**src/rtl/alu8_pkg.sv**
```systemverilog
package alu8_pkg;

  typedef enum logic [3:0] {
    OP_LOAD = 4'd0,
    OP_AND  = 4'd1,
    OP_OR   = 4'd2,
    OP_XOR  = 4'd3,
    OP_BIT  = 4'd4,
    OP_ADC  = 4'd5,
    OP_SBC  = 4'd6,
    OP_CMPA = 4'd7,
    OP_CMPX = 4'd8,
    OP_INC  = 4'd9,
    OP_DEC  = 4'd10,
    OP_ASL  = 4'd11,
    OP_LSR  = 4'd12,
    OP_ROL  = 4'd13,
    OP_ROR  = 4'd14,
    OP_AXS  = 4'd15
  } alu_op_e;

  typedef enum logic [1:0] {
    DST_NONE = 2'd0,
    DST_ACC  = 2'd1,
    DST_MOD  = 2'd2,
    DST_X    = 2'd3
  } alu_dst_e;

  localparam int unsigned STAT_W = 8;
  localparam int unsigned FLG_C  = 0;
  localparam int unsigned FLG_Z  = 1;
  localparam int unsigned FLG_V  = 6;
  localparam int unsigned FLG_N  = 7;

  // flag values plus per-flag write enables produced by each unit
  typedef struct packed {
    logic n;
    logic v;
    logic z;
    logic c;
    logic wn;
    logic wv;
    logic wz;
    logic wc;
  } flag_upd_t;

endpackage

```
**src/rtl/alu8_logic.sv**
```systemverilog
module alu8_logic
  import alu8_pkg::*;
#(
  parameter int unsigned W = 8
) (
  input  alu_op_e        op,
  input  logic [W-1:0]   a,
  input  logic [W-1:0]   m,
  output logic [W-1:0]   res,
  output flag_upd_t      fu
);

  logic [W-1:0] masked;

  assign masked = a & m;

  always_comb begin
    unique case (op)
      OP_LOAD: res = m;
      OP_AND:  res = masked;
      OP_OR:   res = a | m;
      OP_XOR:  res = a ^ m;
      default: res = a;   // bit test leaves A as the result
    endcase
  end

  always_comb begin
    fu    = '0;
    fu.wn = 1'b1;
    fu.wz = 1'b1;
    if (op == OP_BIT) begin
      fu.n  = m[W-1];
      fu.v  = m[W-2];
      fu.wv = 1'b1;
      fu.z  = (masked == '0);
    end else begin
      fu.n  = res[W-1];
      fu.z  = (res == '0);
    end
  end

endmodule

```
**src/rtl/alu8_arith.sv**
```systemverilog
module alu8_arith
  import alu8_pkg::*;
#(
  parameter int unsigned W = 8
) (
  input  alu_op_e        op,
  input  logic [W-1:0]   a,
  input  logic [W-1:0]   x,
  input  logic [W-1:0]   m,
  input  logic           c_in,
  output logic [W-1:0]   res,
  output flag_upd_t      fu
);

  localparam int unsigned SW = W + 1;

  logic [W-1:0]  lhs;
  logic [W-1:0]  rhs;
  logic          cin;
  logic [SW-1:0] sum;

  // one adder serves every arithmetic op; subtraction adds the inverted operand
  always_comb begin
    lhs = a;
    rhs = m;
    cin = 1'b0;
    unique case (op)
      OP_ADC:  begin lhs = a;     rhs = m;  cin = c_in; end
      OP_SBC:  begin lhs = a;     rhs = ~m; cin = c_in; end
      OP_CMPA: begin lhs = a;     rhs = ~m; cin = 1'b1; end
      OP_CMPX: begin lhs = x;     rhs = ~m; cin = 1'b1; end
      OP_AXS:  begin lhs = a & x; rhs = ~m; cin = 1'b1; end
      OP_INC:  begin lhs = m;     rhs = '0; cin = 1'b1; end
      OP_DEC:  begin lhs = m;     rhs = '1; cin = 1'b0; end
      default: begin lhs = a;     rhs = m;  cin = 1'b0; end
    endcase
  end

  assign sum = {1'b0, lhs} + {1'b0, rhs} + {{(SW-1){1'b0}}, cin};
  assign res = sum[W-1:0];

  always_comb begin
    fu    = '0;
    fu.n  = res[W-1];
    fu.z  = (res == '0);
    fu.wn = 1'b1;
    fu.wz = 1'b1;
    fu.c  = sum[W];
    fu.v  = ~(lhs[W-1] ^ rhs[W-1]) & (lhs[W-1] ^ res[W-1]);
    fu.wc = (op == OP_ADC) || (op == OP_SBC) || (op == OP_CMPA) ||
            (op == OP_CMPX) || (op == OP_AXS);
    fu.wv = (op == OP_ADC) || (op == OP_SBC);
  end

endmodule

```
**src/rtl/alu8_shift.sv**
```systemverilog
module alu8_shift
  import alu8_pkg::*;
#(
  parameter int unsigned W = 8
) (
  input  alu_op_e        op,
  input  logic [W-1:0]   m,
  input  logic           c_in,
  output logic [W-1:0]   res,
  output flag_upd_t      fu
);

  logic left;
  logic fill;

  // left-moving ops drop bit W-1, right-moving ops drop bit 0
  assign left = (op == OP_ASL) || (op == OP_ROL);

  always_comb begin
    unique case (op)
      OP_ROL, OP_ROR: fill = c_in;
      default:        fill = 1'b0;
    endcase
  end

  always_comb begin
    if (left) res = {m[W-2:0], fill};
    else      res = {fill, m[W-1:1]};
  end

  always_comb begin
    fu    = '0;
    fu.n  = res[W-1];
    fu.z  = (res == '0);
    fu.c  = left ? m[W-1] : m[0];
    fu.wn = 1'b1;
    fu.wz = 1'b1;
    fu.wc = 1'b1;
  end

endmodule

```
**src/rtl/alu8_core.sv**
```systemverilog
module alu8_core
  import alu8_pkg::*;
#(
  parameter int unsigned W = 8
) (
  input  logic                clk,
  input  logic                rst_n,
  input  logic                valid_i,
  input  logic [3:0]          op_i,
  input  logic [W-1:0]        acc_i,
  input  logic [W-1:0]        x_i,
  input  logic [W-1:0]        opnd_i,
  input  logic [STAT_W-1:0]   stat_i,
  output logic [W-1:0]        res_o,
  output logic [STAT_W-1:0]   stat_o,
  output logic [1:0]          dst_o
);

  localparam int unsigned SYNC_STAGES = 2;

  typedef enum logic [1:0] {GRP_LOGIC, GRP_ARITH, GRP_SHIFT} grp_e;

  alu_op_e op;
  grp_e    grp;

  logic [SYNC_STAGES-1:0] rst_pipe;
  logic                   rst_sync_n;

  logic [W-1:0] res_lg, res_ar, res_sh, res_sel;
  flag_upd_t    fu_lg, fu_ar, fu_sh, fu_sel;

  logic [STAT_W-1:0] stat_calc;
  alu_dst_e          dst_calc;

  logic [W-1:0]      res_d,  res_q;
  logic [STAT_W-1:0] stat_d, stat_q;
  logic [1:0]        dst_d,  dst_q;

  assign op = alu_op_e'(op_i);

  // reset asserts at once, releases after SYNC_STAGES rising edges
  always_ff @(posedge clk or negedge rst_n) begin
    if (!rst_n) rst_pipe <= '0;
    else        rst_pipe <= {rst_pipe[SYNC_STAGES-2:0], 1'b1};
  end
  assign rst_sync_n = rst_pipe[SYNC_STAGES-1];

  alu8_logic #(.W(W)) u_logic (
    .op  (op),
    .a   (acc_i),
    .m   (opnd_i),
    .res (res_lg),
    .fu  (fu_lg)
  );

  alu8_arith #(.W(W)) u_arith (
    .op   (op),
    .a    (acc_i),
    .x    (x_i),
    .m    (opnd_i),
    .c_in (stat_i[FLG_C]),
    .res  (res_ar),
    .fu   (fu_ar)
  );

  alu8_shift #(.W(W)) u_shift (
    .op   (op),
    .m    (opnd_i),
    .c_in (stat_i[FLG_C]),
    .res  (res_sh),
    .fu   (fu_sh)
  );

  always_comb begin
    unique case (op)
      OP_LOAD, OP_AND, OP_OR, OP_XOR, OP_BIT: grp = GRP_LOGIC;
      OP_ASL, OP_LSR, OP_ROL, OP_ROR:         grp = GRP_SHIFT;
      default:                                grp = GRP_ARITH;
    endcase
  end

  always_comb begin
    unique case (grp)
      GRP_LOGIC: begin res_sel = res_lg; fu_sel = fu_lg; end
      GRP_SHIFT: begin res_sel = res_sh; fu_sel = fu_sh; end
      default:   begin res_sel = res_ar; fu_sel = fu_ar; end
    endcase
  end

  // merge written flags into the incoming byte; other bits pass through
  always_comb begin
    stat_calc = stat_i;
    if (fu_sel.wn) stat_calc[FLG_N] = fu_sel.n;
    if (fu_sel.wv) stat_calc[FLG_V] = fu_sel.v;
    if (fu_sel.wz) stat_calc[FLG_Z] = fu_sel.z;
    if (fu_sel.wc) stat_calc[FLG_C] = fu_sel.c;
  end

  always_comb begin
    unique case (op)
      OP_BIT, OP_CMPA, OP_CMPX:                                  dst_calc = DST_NONE;
      OP_AXS:                                                    dst_calc = DST_X;
      OP_INC, OP_DEC, OP_ASL, OP_LSR, OP_ROL, OP_ROR:            dst_calc = DST_MOD;
      default:                                                   dst_calc = DST_ACC;
    endcase
  end

  // next-state: capture on strobe, hold otherwise
  always_comb begin
    res_d  = res_q;
    stat_d = stat_q;
    dst_d  = dst_q;
    if (valid_i) begin
      res_d  = res_sel;
      stat_d = stat_calc;
      dst_d  = dst_calc;
    end
  end

  always_ff @(posedge clk or negedge rst_sync_n) begin
    if (!rst_sync_n) begin
      res_q  <= '0;
      stat_q <= '0;
      dst_q  <= DST_NONE;
    end else begin
      res_q  <= res_d;
      stat_q <= stat_d;
      dst_q  <= dst_d;
    end
  end

  assign res_o  = res_q;
  assign stat_o = stat_q;
  assign dst_o  = dst_q;

endmodule

```
**config.mk**
```make
export PLATFORM = sky130hd
export DESIGN_NAME = alu8_core
export DESIGN_NICKNAME = d
export VERILOG_FILES = /design/src/rtl/alu8_pkg.sv /design/src/rtl/alu8_logic.sv /design/src/rtl/alu8_arith.sv /design/src/rtl/alu8_shift.sv /design/src/rtl/alu8_core.sv
export SDC_FILE = /design/constraint.sdc
export NUM_CORES = 1
export LEC_CHECK = 0
export BUFFER_PORTS_ARGS = -buffer_cell sky130_fd_sc_hd__buf_2
export CAP_MARGIN = 20
export CORE_UTILIZATION = 46
export DETAILED_ROUTE_END_ITERATION = 6
export GPL_TIMING_DRIVEN = 0
export MAX_ROUTING_LAYER = met4
export PLACE_DENSITY = 0.73
export SYNTH_ARGS = -nofsm -noshare
export SYNTH_HDL_FRONTEND = slang
export SYNTH_SLANG_ARGS = --single-unit
export TNS_END_PERCENT = 1
```
**constraint.sdc**
```tcl
create_clock -name clk -period 0.95 [get_ports clk]
set_input_delay 0.19 -clock clk [delete_from_list [all_inputs] [get_ports clk]]
set_output_delay 0.19 -clock clk [all_outputs]
set_load 0.02 [all_outputs]
```
---- Yosys cells after proc, flatten, opt, wreduce, memory -nomap -nowiden ----
Memory sizes are Yosys's and may differ from the RTL's. A register that Yosys moved wholly into a read port is not among the register bits.
Cells that the tools add are included.
word-level totals
  word-level logic and storage cells ...... 65
  register bits ........................... 18
  memories kept ........................... 2
  input bits .............................. 39
  ROM bits ................................ 64
cells by class
  reduce and logical (&&, ||, !) cells .... 17
  equality and inequality tests ........... 15
  $add $sub $neg .......................... 2
  bitwise operators ....................... 9
  mux-type cells .......................... 17
memory list
  name              depth  width  read ports  clocked after memory_dff  write ports  line              source
  (name not given)  16     2      1           1                         0            alu8_core.sv:100  unique case (op)
  (name not given)  16     2      1           0                         0            alu8_core.sv:75   unique case (op)
operators by type and width
  kind                                                              number
  8-bit case mux with 3 select lines                                2
  8-bit logical NOT                                                 4
  8-bit case mux with 2 select lines                                2
  8-bit case mux with 4 select lines                                1
  4-bit == test (second input constant)                             7
  8-bit AND                                                         2
  4-bit by 3-bit == test with 1-bit output (second input constant)  4
  1-bit two-way mux                                                 10
  8-bit by 8-bit adder with 9-bit output                            1
  9-bit by 1-bit adder with 9-bit output                            1
  4-bit by 2-bit == test with 1-bit output (second input constant)  2
  8-bit two-way mux                                                 1
  8-bit inverter                                                    1
  8-bit OR                                                          1
  4-bit OR reduction                                                2
  8-bit bitwise XOR                                                 1
  2-bit OR reduction                                                3
  1-bit logical OR                                                  5
  4-bit by 1-bit == test with 1-bit output (second input constant)  1
  4-bit logical NOT                                                 1
  2-bit == test (second input constant)                             1
  2-bit logical NOT                                                 1
  1-bit case mux with 2 select lines                                1
  1-bit bitwise XOR                                                 2
  other kinds (3)                                                   3

---- Longest topological paths before layout ----
  word-level depth ........................ 9
  gate-level depth with buffers ........... 20

---- Hierarchy ----
From an unflattened synthesis, not the netlist that was laid out.
unflattened totals
  cell total of the unflattened synthesis .. 373
  area total of the unflattened synthesis .. 3054.2 um2
modules (own cells, without submodules)
  module      seq. area each (um2)  area an instance (um2)  times used  cells each
  alu8_core   500.5                 1252.5                  1           124
  alu8_arith  0.0                   810.8                   1           122
  alu8_logic  0.0                   744.5                   1           98
  alu8_shift  0.0                   246.5                   1           29

---- Worst setup path after synthesis ----
Ideal clock, no wire load.
  path type ............................... input port to flip-flop
  start ................................... in op_i[0]
  end ..................................... reg stat_q[1] (netlist: stat_o[1])
  required time ........................... 0.872 ns
  stages on the path ...................... 20
  setup slack ............................. -2.879 ns
  data arrival time ....................... 3.751 ns
  path buffers ............................ 3
  cell sequence ........................... inv_1 > ha_1 > clkbuf_2 > and3b_1 > buf_2 > a21oi_1 > a21boi_2 > nor2b_1 > buf_2 > nand2_1 > o211ai_1 > fa_1 > inv_1 > fa_1 > nand2b_1 > a21oi_1 > xor2_1 > or2_2 > or4_1 > o21bai_1
on the way
  longest elaborated chain between the ends .. 8
ends and longest elaborated chain
  item                                                                       line              source
  start, declared                                                            alu8_core.sv:9    input logic [3:0] op_i,
  4-bit == test or 4-bit by 3-bit == test with 1-bit output (tied branches)  alu8_arith.sv:27  unique case (op)
  4-bit OR reduction (no line) or 2-bit OR reduction (tied branches)         -
  8-bit case mux with 3 select lines                                         alu8_arith.sv:27
  8-bit by 8-bit adder with 9-bit output                                     alu8_arith.sv:39  assign sum = {1'b0, lhs} + {1'b0, rhs} + {{(SW-1){1'b0}}, cin};
  9-bit by 1-bit adder with 9-bit output                                     alu8_arith.sv:39
  8-bit logical NOT                                                          alu8_arith.sv:45  fu.z = (res == '0);
  8-bit case mux with 2 select lines (*)                                     alu8_core.sv:83   unique case (grp)
  1-bit two-way mux (*)                                                      alu8_core.sv:95   if (fu_sel.wz) stat_calc[FLG_Z] = fu_sel.z;
  end signal, assigned                                                       alu8_core.sv:127  stat_q <= stat_d;
  end, declared                                                              alu8_core.sv:36   logic [STAT_W-1:0] stat_d, stat_q;
Mark *: on every way between the ends. The rest lies on a longest branch, timed or not.
A chain may end at the register's enable or synchronous reset.

---- Worst setup path after layout ----
  start ................................... in op_i[1]
  end ..................................... reg stat_q[1] (netlist: stat_o[1])
Same word-level chain as after synthesis.

==> results.py <==
metrics = {
    "clocking": {
        "cts.sinks": 20,
        "clockBufferDepth": 2,
        "h-tree-depth": 1,
        "cts_tree": "done",
        "cts_root_buffer": "clkbuf_8",
        "clkSlewWorstSetupHoldPaths_ps": 70,
        "cts_made_buffers": 3,
        "clk_latency_ps": 260,
    },
    "sta": {
        "relSlewSlack_pct": 50.4,
        "setup_tns_ps": -24390,
        "worst_pin_slew_ps": 739,
        "rsz0062_at_grt": "true",
        "finalWorstSetupSlack_ps": -2350,
        "drv_slew": 0,
        "hold_viol": 0,
        "final-setup-viol-count": 31,
        "layout_min_cycle_time_ps": 3300,
        "clock_skew_ps": 6.15,
        "finalCritPeriodShare_pct": 348,
        "timing.fmax_mhz": 303,
    },
    "critical_path": {
        "crit_top_cell": "fa_2",
        "cp-end-kind": "flop",
        "critPathKind": "input pin to flop",
        "critical_path.max_stage_delay_ps": 500,
        "cp_slowest_cell": "or4_1",
        "critPathBufInv": 3,
        "crit_fanout": 4,
        "cp_cell_sequence": "buf_12 -> ha_4 -> mux2_4 -> a21oi_4 -> a21boi_4 -> nor2b_1 -> buf_4 -> nand2_1 -> o211ai_1 -> fa_2 -> inv_2 -> fa_2 -> nand2b_4 -> a21oi_2 -> xor2_1 -> or2_4 -> or4_1 -> o21bai_1",
        "crit_family": "simple AND/OR/NAND/NOR gates",
        "cp_data_arrival_time_ps": 3480,
        "critical_path_required_ps": 1130,
        "startpoint_type": "input pin",
    },
    "power_and_ir_drop": {
        "power_mw": 4.19,
        "ir_worst_vdd_mv": 1.27,
        "p_leak_nw": 1.66,
        "cellPowerDensity_nw_per_um2": 1190,
    },
    "placement": {
        "io_buffers": 53,
        "pre_cts_slack_ps": -3110,
        "place_area_um2": 3100,
        "place_congestion": 0.982,
        "dp_hpwl_um": 6120,
        "dp_cells": 472,
    },
    "cells_and_area": {
        "layoutNonFillerInstCount": 497,
        "n_antenna_cell": 0,
        "nFillCells": 493,
        "multi_input_area_um2": 2140,
        "final_area_um2": 3520,
        "nets": 495,
        "drive_gt1_share_pct": 32.0,
        "final-seq-area_um2": 500,
        "area_growth_pct": 32.5,
    },
    "outcome": {
        "outcome": "finished with violations",
        "violations": "negative setup slack",
    },
    "floorplanning": {
        "io_pins": 57,
        "start_util_pct": 47.9,
        "rows": 27,
        "dieArea_um2": 6080,
        "die_w_um": 78.0,
        "die_y_um": 78.0,
        "coreArea_um2": 5540,
    },
    "synthesis": {
        "synth-seq-area-share_pct": 18.8,
        "syn-num-nets": 416,
        "synth_top_family_by_area": "compound AO/OA/AOI/OAI gates",
        "synthXorXnorAreaFrac_pct": 1.32,
        "synthSimpleGateAreaFrac_pct": 22.5,
        "ys_warn_count": 0,
        "synth_mux_area_share_pct": 9.51,
        "synth-seq-cells": 20,
        "synth-edff-count": 0,
        "synth_cell_types": 59,
        "synth_ff_type": "dfrtp_1",
        "synth_cells": 347,
        "synth.top_cell.area_share_pct": 18.8,
        "synthAdderAreaFrac_pct": 14.7,
        "syn_area_per_cell_um2": 7.66,
        "async_reset_ff_share_pct": 100,
        "synth_compound_area_share_pct": 25.9,
        "syn-cell-area_um2": 2660,
        "synthTopCellsByArea": "dfrtp_1 19%, ha_1 13%, a21oi_1 5.8%, mux2i_1 5.3%, nand2_1 4.5%",
        "yosys.area.top_type": "dfrtp_1",
    },
    "global_routing": {
        "grt_pass1_vias": 2736,
        "grt_overflow": 0,
        "grt_usage_pct": 28.3,
        "grt_pass1_wl_um": 13300,
        "antenna_found_initial": 0,
        "grt_start_max_net_pins": 19,
    },
    "drt": {
        "drt_wl_total_um": 8320,
        "drc_errors": 0,
        "dr_total_vias": 2965,
        "routed_via_density": 5.97,
        "first_pass_iters": 5,
        "wl_per_cell_um": 16.7,
        "postRouteAntennaNets": 0,
        "drt_iter0_drc": 203,
    },
    "hold_path": {
        "hp-class": "input pin to flop",
    },
    "job": {
        "maxCapViolCount": 0,
    },
}
[routing by layer]
layer | track usage [%] | wire (µm) | part of all wire [%] | vias to the layer above
met2 | 46.0 | 3830 | 46 | 139
met3 | 1.76 | 482 | 5.8 | 21
li1 | - | - | - | 1417
met4 | 8.89 | 191 | 2.3 | 0
met1 | 37.7 | 3820 | 46 | 1388
met5 | - | 0 | 0 | -
[layout make-up]
type                            instances  share of cell area [%]
Buffer                                 20                    3.38
Clock buffer                            3                    1.17
Clock inverter                          1                   0.853
Inverter                               26                    3.34
Multi-Input combinational cell        279                    60.8
Sequential cell                        20                    14.2
Tap cell                               72                    2.56
Timing Repair Buffer                   76                    13.6
[logic make-up after synthesis]
family,after synthesis
compound gates,105
xor+xnor,4
fa+ha+maj,30
buf+inv,48
flops,20
mux,24
other cells,1
simple gates,115
[metrics by stage]
stage / util, % / hold slack [ps]
4_1_cts: 61.9 / 161
6_report: 63.6 / 165
2_1_floorplan: - / -106
5_1_grt: 63.6 / 154
3_5_place_dp: 56.0 / -24.1
3_3_place_gp: 56.0 / -23.7
[worst register-to-register path: stages, from the launching register on]
cell and delay [ps]:
dfrtp_1 350, nor2_1 90, nor3b_1 190, nand3_1 90, or4_1 520, o21bai_1 180
[flip-flops by register name (all words and copies together) (netlist names)]
| register | cells |
|---|---|
| dst_o | 2 |
| rst_pipe | 2 |
| stat_o | 8 |
| res_o | 8 |
[path summary, 6_finish.rpt]
kind | startpoint | endpoint | slack (ps) | depth (start not counted)
setup / recovery | op_i[1] | stat_o[1] | -2350 | 18
hold / removal | stat_i[3] | stat_o[3] | 170 | 2
setup reg to reg | stat_o[1] | stat_o[1] | -560 | 5
hold reg to reg | rst_pipe[1] | res_o[2] | 280 | 0
max in group asynchronous | rst_pipe[1] | stat_o[0] | 230 | 0
min in group asynchronous | rst_n | rst_pipe[0] | 260 | 2
[repair_timing]
action / 4_1_cts / 5_1_grt
hold buffers: 1 / 0
buffers inserted: 16 / 6
resized for setup: 39 / 15
pin swaps: 20 / 11
endpoints found under the setup margin: 36 / 31
hold endpoints to repair: 2 / 0
gates cloned: 0 / 0
[cells in the mapped netlist, types with 3 or more instances]
library cell	instances
nand2_1	32
a21oi_1	31
ha_1	28
inv_1	26
nor2_1	24
dfrtp_1	20
o21ai_0	16
clkbuf_1	15
nand2b_1	15
mux2i_1	14
nand3_1	12
mux2_2	10
a22oi_1	9
o211ai_1	9
o22ai_1	6
a31oi_1	5
nor3_1	5
buf_2	4
nor3b_1	4
nor4_1	4
a211oi_1	3
a22o_1	3
nor2b_1	3
o22a_1	3
or4_1	3
[cells in the final DEF, fill, tap and decap left out, types with 8 or more instances in the layout]
cell type  instances
inv_1             23
clkbuf_1          10
a21oi_1           22
dfrtp_1           20
nand3_1           12
o21ai_0           13
nand2b_1          14
mux2i_1           14
nand2_1           32
a22oi_1            9
ha_1              23
a21oi_2            8
buf_2             53
o211ai_1           9
buf_4             23
nor2_1            22
mux2_2             8
[power breakdown]
group          switching [mW]  total [mW]  internal [mW]
sequential             0.0749        1.05          0.975
clock                   0.268       0.830          0.562
combinational            1.29        2.31           1.03
No activity file was read; power rests on OpenSTA's default activity.
